### src/rtl/clkgen_pwr_pkg.sv
// Shared types for the clock generator power-management controller.
// Assumes: source code 0 names the reference oscillator, code k names loop k-1.
package clkgen_pwr_pkg;

    localparam int SRC_OSC = 0;

    // Decoded, synchronized request state handed to the gating logic.
    typedef struct packed {
        logic out_off;   // output-off pin asserted
        logic pwr_down;  // output-off pin asserted and power-down configured
        logic susp_on;   // suspend pin asserted, configured and legal
    } pwr_state_t;

endpackage

### src/rtl/clkgen_pwr_sync.sv
// Two-flop synchronizer bank for asynchronous control pins.
// Assumes: pins are level signals held far longer than two clock cycles;
// flops reset to the inactive (high) level of the active-low pins.
module clkgen_pwr_sync #(
    parameter int W = 2
) (
    input  logic         clk,
    input  logic         rst_n,
    input  logic [W-1:0] d_async,
    output logic [W-1:0] q_sync
);

    logic [W-1:0] meta_q;

    // Two-stage capture of the asynchronous pins into the clock domain.
    always_ff @(posedge clk) begin
        if (!rst_n) begin
            meta_q <= '1;
            q_sync <= '1;
        end else begin
            meta_q <= d_async;
            q_sync <= meta_q;
        end
    end

endmodule

### src/rtl/clkgen_pwr_cfg.sv
// Configuration holder and suspend-mask legality check.
// Captures the configuration while reset is held, then freezes it.
// Flags a suspend set that stops a loop but leaves one of its outputs running,
// and any output source code beyond the number of loops.
module clkgen_pwr_cfg #(
    parameter int N_LOOP = 3,
    parameter int N_OUT  = 6,
    parameter int SRC_W  = 2
) (
    input  logic                   clk,
    input  logic                   rst_n,
    input  logic                   cfg_pwr_down,
    input  logic                   cfg_susp_en,
    input  logic [N_LOOP-1:0]      cfg_susp_loops,
    input  logic [N_OUT-1:0]       cfg_susp_outs,
    input  logic [N_OUT*SRC_W-1:0] cfg_out_src,
    output logic                   pwr_down_q,
    output logic                   susp_en_q,
    output logic [N_LOOP-1:0]      susp_loops_q,
    output logic [N_OUT-1:0]       susp_outs_q,
    output logic [N_OUT*SRC_W-1:0] out_src_q,
    output logic                   illegal
);

    // Load configuration during reset; hold it while running.
    always_ff @(posedge clk) begin
        if (!rst_n) begin
            pwr_down_q   <= cfg_pwr_down;
            susp_en_q    <= cfg_susp_en;
            susp_loops_q <= cfg_susp_loops;
            susp_outs_q  <= cfg_susp_outs;
            out_src_q    <= cfg_out_src;
        end
    end

    logic [N_OUT-1:0] out_bad;

    // Per-output dependency check against the captured masks.
    generate
        for (genvar j = 0; j < N_OUT; j++) begin : g_chk
            logic [SRC_W-1:0] src;
            assign src = out_src_q[j*SRC_W +: SRC_W];
            always_comb begin
                out_bad[j] = 1'b0;
                if (int'(src) > N_LOOP)
                    out_bad[j] = 1'b1;
                else if (int'(src) != 0)
                    out_bad[j] = susp_loops_q[int'(src) - 1] && !susp_outs_q[j];
            end
        end
    endgenerate

    assign illegal = |out_bad;

endmodule

### src/rtl/clkgen_pwr_loop.sv
// Per-loop run control: run enable, relock strobe and settled flag.
// Assumes: lock status may stay high while a loop is stopped, so lock is only
// accepted on a cycle after the loop has been running for one full cycle.
module clkgen_pwr_loop #(
    parameter int N_LOOP = 3
) (
    input  logic                      clk,
    input  logic                      rst_n,
    input  clkgen_pwr_pkg::pwr_state_t st,
    input  logic [N_LOOP-1:0]         susp_loops,
    input  logic [N_LOOP-1:0]         loop_locked,
    output logic [N_LOOP-1:0]         loop_run,
    output logic [N_LOOP-1:0]         relock_req,
    output logic [N_LOOP-1:0]         loop_ready
);

    generate
        for (genvar l = 0; l < N_LOOP; l++) begin : g_loop
            logic run_q;

            assign loop_run[l] = !st.pwr_down && !(st.susp_on && susp_loops[l]);

            // Track restarts, strobe relock, and accept lock only after restart.
            always_ff @(posedge clk) begin
                if (!rst_n) begin
                    run_q         <= 1'b0;
                    relock_req[l] <= 1'b0;
                    loop_ready[l] <= 1'b0;
                end else begin
                    run_q         <= loop_run[l];
                    relock_req[l] <= loop_run[l] && !run_q;
                    loop_ready[l] <= loop_run[l] && run_q && loop_locked[l];
                end
            end
        end
    endgenerate

endmodule

### src/rtl/clkgen_pwr_ctrl.sv
// Top of the clock generator power-management controller.
// Synchronizes the output-off and suspend pins, applies the captured
// configuration, and produces source run enables, output drive enables,
// modelled pad values, per-output valid flags and relock strobes.
// Assumes: clk is the free-running reference clock seen by this logic.
module clkgen_pwr_ctrl #(
    parameter int N_LOOP = 3,
    parameter int N_OUT  = 6,
    parameter int SRC_W  = $clog2(N_LOOP + 1)
) (
    input  logic                   clk,
    input  logic                   rst_n,
    input  logic                   pin_off_n,
    input  logic                   pin_susp_n,
    input  logic                   cfg_pwr_down,
    input  logic                   cfg_susp_en,
    input  logic [N_LOOP-1:0]      cfg_susp_loops,
    input  logic [N_OUT-1:0]       cfg_susp_outs,
    input  logic [N_OUT*SRC_W-1:0] cfg_out_src,
    input  logic [N_LOOP-1:0]      loop_locked,
    input  logic [N_OUT-1:0]       clk_src,
    output logic                   osc_run,
    output logic [N_LOOP-1:0]      loop_run,
    output logic [N_LOOP-1:0]      relock_req,
    output logic [N_OUT-1:0]       out_drive_en,
    output logic [N_OUT-1:0]       pad_out,
    output logic [N_OUT-1:0]       out_valid,
    output logic                   cfg_illegal
);
    import clkgen_pwr_pkg::*;

    localparam int N_PINS = 2;

    logic [N_PINS-1:0]      pins_s;
    logic                   off_n_s;
    logic                   susp_n_s;
    logic                   cfg_pwr_down_q;
    logic                   cfg_susp_en_q;
    logic [N_LOOP-1:0]      cfg_susp_loops_q;
    logic [N_OUT-1:0]       cfg_susp_outs_q;
    logic [N_OUT*SRC_W-1:0] cfg_out_src_q;
    logic [N_LOOP-1:0]      loop_ready;
    pwr_state_t             st;

    clkgen_pwr_sync #(.W(N_PINS)) u_sync (
        .clk     (clk),
        .rst_n   (rst_n),
        .d_async ({pin_susp_n, pin_off_n}),
        .q_sync  (pins_s)
    );

    assign off_n_s  = pins_s[0];
    assign susp_n_s = pins_s[1];

    clkgen_pwr_cfg #(.N_LOOP(N_LOOP), .N_OUT(N_OUT), .SRC_W(SRC_W)) u_cfg (
        .clk            (clk),
        .rst_n          (rst_n),
        .cfg_pwr_down   (cfg_pwr_down),
        .cfg_susp_en    (cfg_susp_en),
        .cfg_susp_loops (cfg_susp_loops),
        .cfg_susp_outs  (cfg_susp_outs),
        .cfg_out_src    (cfg_out_src),
        .pwr_down_q     (cfg_pwr_down_q),
        .susp_en_q      (cfg_susp_en_q),
        .susp_loops_q   (cfg_susp_loops_q),
        .susp_outs_q    (cfg_susp_outs_q),
        .out_src_q      (cfg_out_src_q),
        .illegal        (cfg_illegal)
    );

    // Decode synchronized pins against the captured configuration.
    always_comb begin
        st.out_off  = !off_n_s;
        st.pwr_down = !off_n_s && cfg_pwr_down_q;
        st.susp_on  = !susp_n_s && cfg_susp_en_q && !cfg_illegal;
    end

    assign osc_run = !st.pwr_down;

    clkgen_pwr_loop #(.N_LOOP(N_LOOP)) u_loop (
        .clk         (clk),
        .rst_n       (rst_n),
        .st          (st),
        .susp_loops  (cfg_susp_loops_q),
        .loop_locked (loop_locked),
        .loop_run    (loop_run),
        .relock_req  (relock_req),
        .loop_ready  (loop_ready)
    );

    // Per-output gating, pad model and validity.
    generate
        for (genvar j = 0; j < N_OUT; j++) begin : g_out
            logic [SRC_W-1:0] src;
            logic             src_ok;
            assign src = cfg_out_src_q[j*SRC_W +: SRC_W];
            always_comb begin
                if (int'(src) == SRC_OSC)
                    src_ok = osc_run;
                else if (int'(src) <= N_LOOP)
                    src_ok = loop_ready[int'(src) - 1];
                else
                    src_ok = 1'b0;
            end
            assign out_drive_en[j] = !st.out_off && !(st.susp_on && cfg_susp_outs_q[j]);
            assign pad_out[j]      = clk_src[j] && out_drive_en[j];
            assign out_valid[j]    = out_drive_en[j] && src_ok;
        end
    endgenerate

endmodule

### config.mk
export PLATFORM = sky130hd
export DESIGN_NAME = clkgen_pwr_ctrl
export DESIGN_NICKNAME = d
export VERILOG_FILES = /design/src/rtl/clkgen_pwr_pkg.sv /design/src/rtl/clkgen_pwr_sync.sv /design/src/rtl/clkgen_pwr_cfg.sv /design/src/rtl/clkgen_pwr_loop.sv /design/src/rtl/clkgen_pwr_ctrl.sv
export SDC_FILE = /design/constraint.sdc
export NUM_CORES = 1
export LEC_CHECK = 0
export BUFFER_PORTS_ARGS = -buffer_cell sky130_fd_sc_hd__buf_2
export CORE_ASPECT_RATIO = 1.2
export CORE_UTILIZATION = 53
export CTS_CLUSTER_DIAMETER = 120
export CTS_CLUSTER_SIZE = 40
export DETAILED_ROUTE_END_ITERATION = 7
export PLACE_DENSITY = 0.92
export SLEW_MARGIN = 20
export SYNTH_ARGS = -nofsm -noshare
export SYNTH_HDL_FRONTEND = slang
export SYNTH_SLANG_ARGS = --single-unit
### constraint.sdc
create_clock -name clk -period 5.7 [get_ports clk]
set_clock_uncertainty 0.15 [all_clocks]
set_input_delay 0 -clock clk [delete_from_list [all_inputs] [get_ports clk]]
set_output_delay 0 -clock clk [all_outputs]
set_load 0.02 [all_outputs]
==> summary.md <==
| Metric | Value |
|---|---|
| FF-to-FF path depth | `6` |
| Sequential area share after synthesis | `0.5267` |
| Initial DRC Count | `82` |
| Commonest non-fill, non-tap cells in the layout | `buf_2 (61), a21oi_1 (42), dlygate4sd3_1 (31)` |
| Kind of end point of the critical path | `primary output` |
| Global-route wire length before repair | `about 7000 microns` |
| Routed Wire Length | `between 4000 and 5000 microns` |
| Initial antenna violation count | `0` |
| Post-synth cell types | `28` |
| Die width | `about 55 microns` |
| Max incr delay on CP | `roughly 0.48 ns` |
| CP max-delay cell | `nor3_1` |
| # rows | `22` |
| Gr ovfl total | `0` |
| Starting density of the core | `0.5704` |
| Post-cts resize count | `0` |
| Setup TNS | `0 ns` |
| Post-synthesis instance total | `~180` |
| Via count | `about 1700` |
| DR pass1 iterations | `4` |
| Htree depth | `2` |
| CTS Hold Bufs | `31` |
| Setup CP Type | `reg -> out` |
| Power Dens Cells | `around 240 nW/um^2` |
| Drt drc | `0` |
| Antenna-violating nets left | `0` |
| Final nets | `between 300 and 400` |
| Unrepaired setup endpoints after global routing | `false` |
| Relative slew margins | `0.4409` |
| Status | `finished, final reports clean` |
| Die Span Y | `~66 microns` |
| Post-CTS Setup Bufs | `0` |
| Die area | `roughly 3600 sq um` |
| Synth Net Count | `~220` |
| Worst Hold Class | `in -> out` |
| Crit Path Max Fanout | `10` |
| Max VDD drop | `roughly 0.24 mV` |
| Fmax achieved | `about 350 MHz` |
| Post-DR vias/cell | `about 5.5` |
| CP Launch Type | `flip-flop` |
| Fillers | `roughly 190` |
| Pre-CTS setup slack | `3.275 ns` |
| Most common cell after layout, fill and taps aside | `buf_2` |
| Layout area overhead | `37.49%` |
| CTS tree | `done` |
| Worst-skew pair later-pin latency | `between 0.3 and 0.4 ns` |
| Share of cells above drive strength 1 | `0.2711` |
| Clock Path Buffers | `2` |
| Worst endpoint required time | `approximately 5.6 ns` |
| Num CTS Buffers | `5` |
| Clock input transition at the sequential cells of the worst setup and hold paths | `0.11 ns` |
| Fin. max-slew vios | `0` |
| Fin util | `0.7842` |
| Ant diodes | `0` |
| # IOs | `62` |
| Final hold vios | `0` |
| FF+latch count, synth | `36` |
| Post-DP HPWL | `roughly 2700 microns` |
| CORE AREA | `3166 sq um` |
| Leakage | `between 0.001 and 0.0015 uW` |
| Port Buffers | `61` |
| Avg Cell Area, Syn | `10.09 sq um` |
| Sequential cell area | `950.9 sq um` |
| Number of global-route vias before repair | `1629` |
| Largest net degree at the start of global routing | `32` |
| Final worst slack | `approximately 2.9 ns` |
| Clk sinks | `36` |
| CTS root buffer | `clkbuf_4` |
| GR Util All Layers | `0.2512` |
| Final period utilization | `0.4955` |
| Least-Margin Pin Slew | `around 0.84 ns` |
| Mapped cell area | `between 1500 and 2000 sq um` |
| Multi-input logic area | `758.2 sq um` |
| Synth Warn # | `0` |
| Max_cap viols | `0` |
| Drt wl/cell | `14.17 microns` |
| Count of final setup violators | `0` |
| Worst Path Arrival | `about 2.7 ns` |
| Post-Layout Cell Count | `approximately 310` |
| Placer Congestion | `0.8960` |
| Minimum clock period | `about 2.8 ns` |
| CP Cell Sequence | `inv_1 -> ha_1 -> mux2_2 -> a32o_1 -> nor3_1 -> a21oi_1 -> buf_2` |
| WHS Path Cells | `4` |
| Inst Count DP | `270` |
==> path summary, 6_finish.rpt <==
path / from / end / slack (ns)
setup / recovery: u_cfg.out_src_q[10] / loop_run[1] / 2.88
hold / removal: clk_src[5] / pad_out[5] / 0.18
setup reg to reg: u_cfg.out_src_q[10] / u_loop.loop_ready[1] / 3.25
hold reg to reg: u_loop.g_loop[0].run_q / u_loop.relock_req[0] / 0.27
==> state kept, by name, indices dropped and copies added, names as in the netlist <==
name	flops
u_cfg.out_src_q	12
u_cfg.pwr_down_q	1
u_cfg.susp_en_q	1
u_cfg.susp_loops_q	3
u_cfg.susp_outs_q	6
u_loop.g_loop.run_q	3
u_loop.loop_ready	3
u_loop.relock_req	3
u_sync.meta_q	2
u_sync.q_sync	2
==> area by class of cell <==
| class | count | share of cell area |
|---|---|---|
| clock buffers | 5 | 0.01512 |
| clock inverters | 3 | 0.007560 |
| inverters | 15 | 0.02268 |
| multi-input cells | 122 | 0.3054 |
| flip-flops and latches | 36 | 0.3831 |
| well taps | 36 | 0.01815 |
| repair buffers | 92 | 0.2480 |
==> cells in the mapped netlist <==
cell	number	area [sq um]
a2111oi_0	1	8.760
a211oi_1	3	22.52
a21o_1	2	15.01
a21oi_1	42	210.2
a32o_1	1	10.01
and3b_2	2	20.02
and4bb_4	1	16.27
buf_1	1	3.750
buf_2	2	10.01
buf_6	2	22.52
clkbuf_1	1	3.750
dfxtp_1	13	260.3
edfxtp_1	23	690.7
ha_1	6	75.07
inv_1	15	56.30
mux2_2	1	11.26
mux2i_1	7	70.07
nand2_1	17	63.81
nand2b_1	4	25.02
nand3b_1	2	15.01
nand4_1	3	18.77
nor2_1	8	30.03
nor2b_1	2	12.51
nor3_1	9	45.04
nor4b_1	2	17.52
nor4b_4	1	23.77
o2111ai_1	2	17.52
o21ai_0	6	30.03
==> stage by stage <==
stage | power (uW) | hold slack (ns) | cell area (sq um)
floorplan | 417.4 | -0.07696 | 1805
global placement | 450.4 | 0.02743 | 2116
detailed placement | 455.1 | 0.02808 | 2116
CTS | 599.5 | 0.1762 | 2482
global route | 625.7 | 0.2015 | 2482
finish | 600.8 | 0.1753 | 2482
==> logic make-up after synthesis <==
| family | Yosys count | share of synthesized area |
|---|---|---|
| simple gates | 51 | 0.1594 |
| buf+inv | 21 | 0.05335 |
| compound gates | 57 | 0.1739 |
| fa+ha+maj | 6 | 0.04158 |
| mux | 8 | 0.04505 |
| flops | 36 | 0.5267 |
==> worst max-delay path: cells and delay by family, from the launching register on <==
family / cells / cell delay, ns
simple gates: 1 / 0.48
compound gates: 2 / 0.47
mux: 1 / 0.35
flops: 1 / 0.44
fa+ha+maj: 1 / 0.35
buf+inv: 2 / 0.23
==> per-layer routing <==
metal,GRT usage,part of all wire
met1,0.2706,0.38
met2,0.4578,0.53
met5,0,0
met4,0.1344,0.024
met3,0.05675,0.065
==> power by group <==
| part | total [uW] | internal, uW | switching [uW] |
|---|---|---|---|
| Combinational | 155 | 67.9 | 87.5 |
| Clock | 131 | 47.3 | 83.9 |
| Sequential | 314 | 298 | 16.5 |
| Total | 601 | 413 | 188 |
Note: power is estimated with default switching activity, not from simulation.
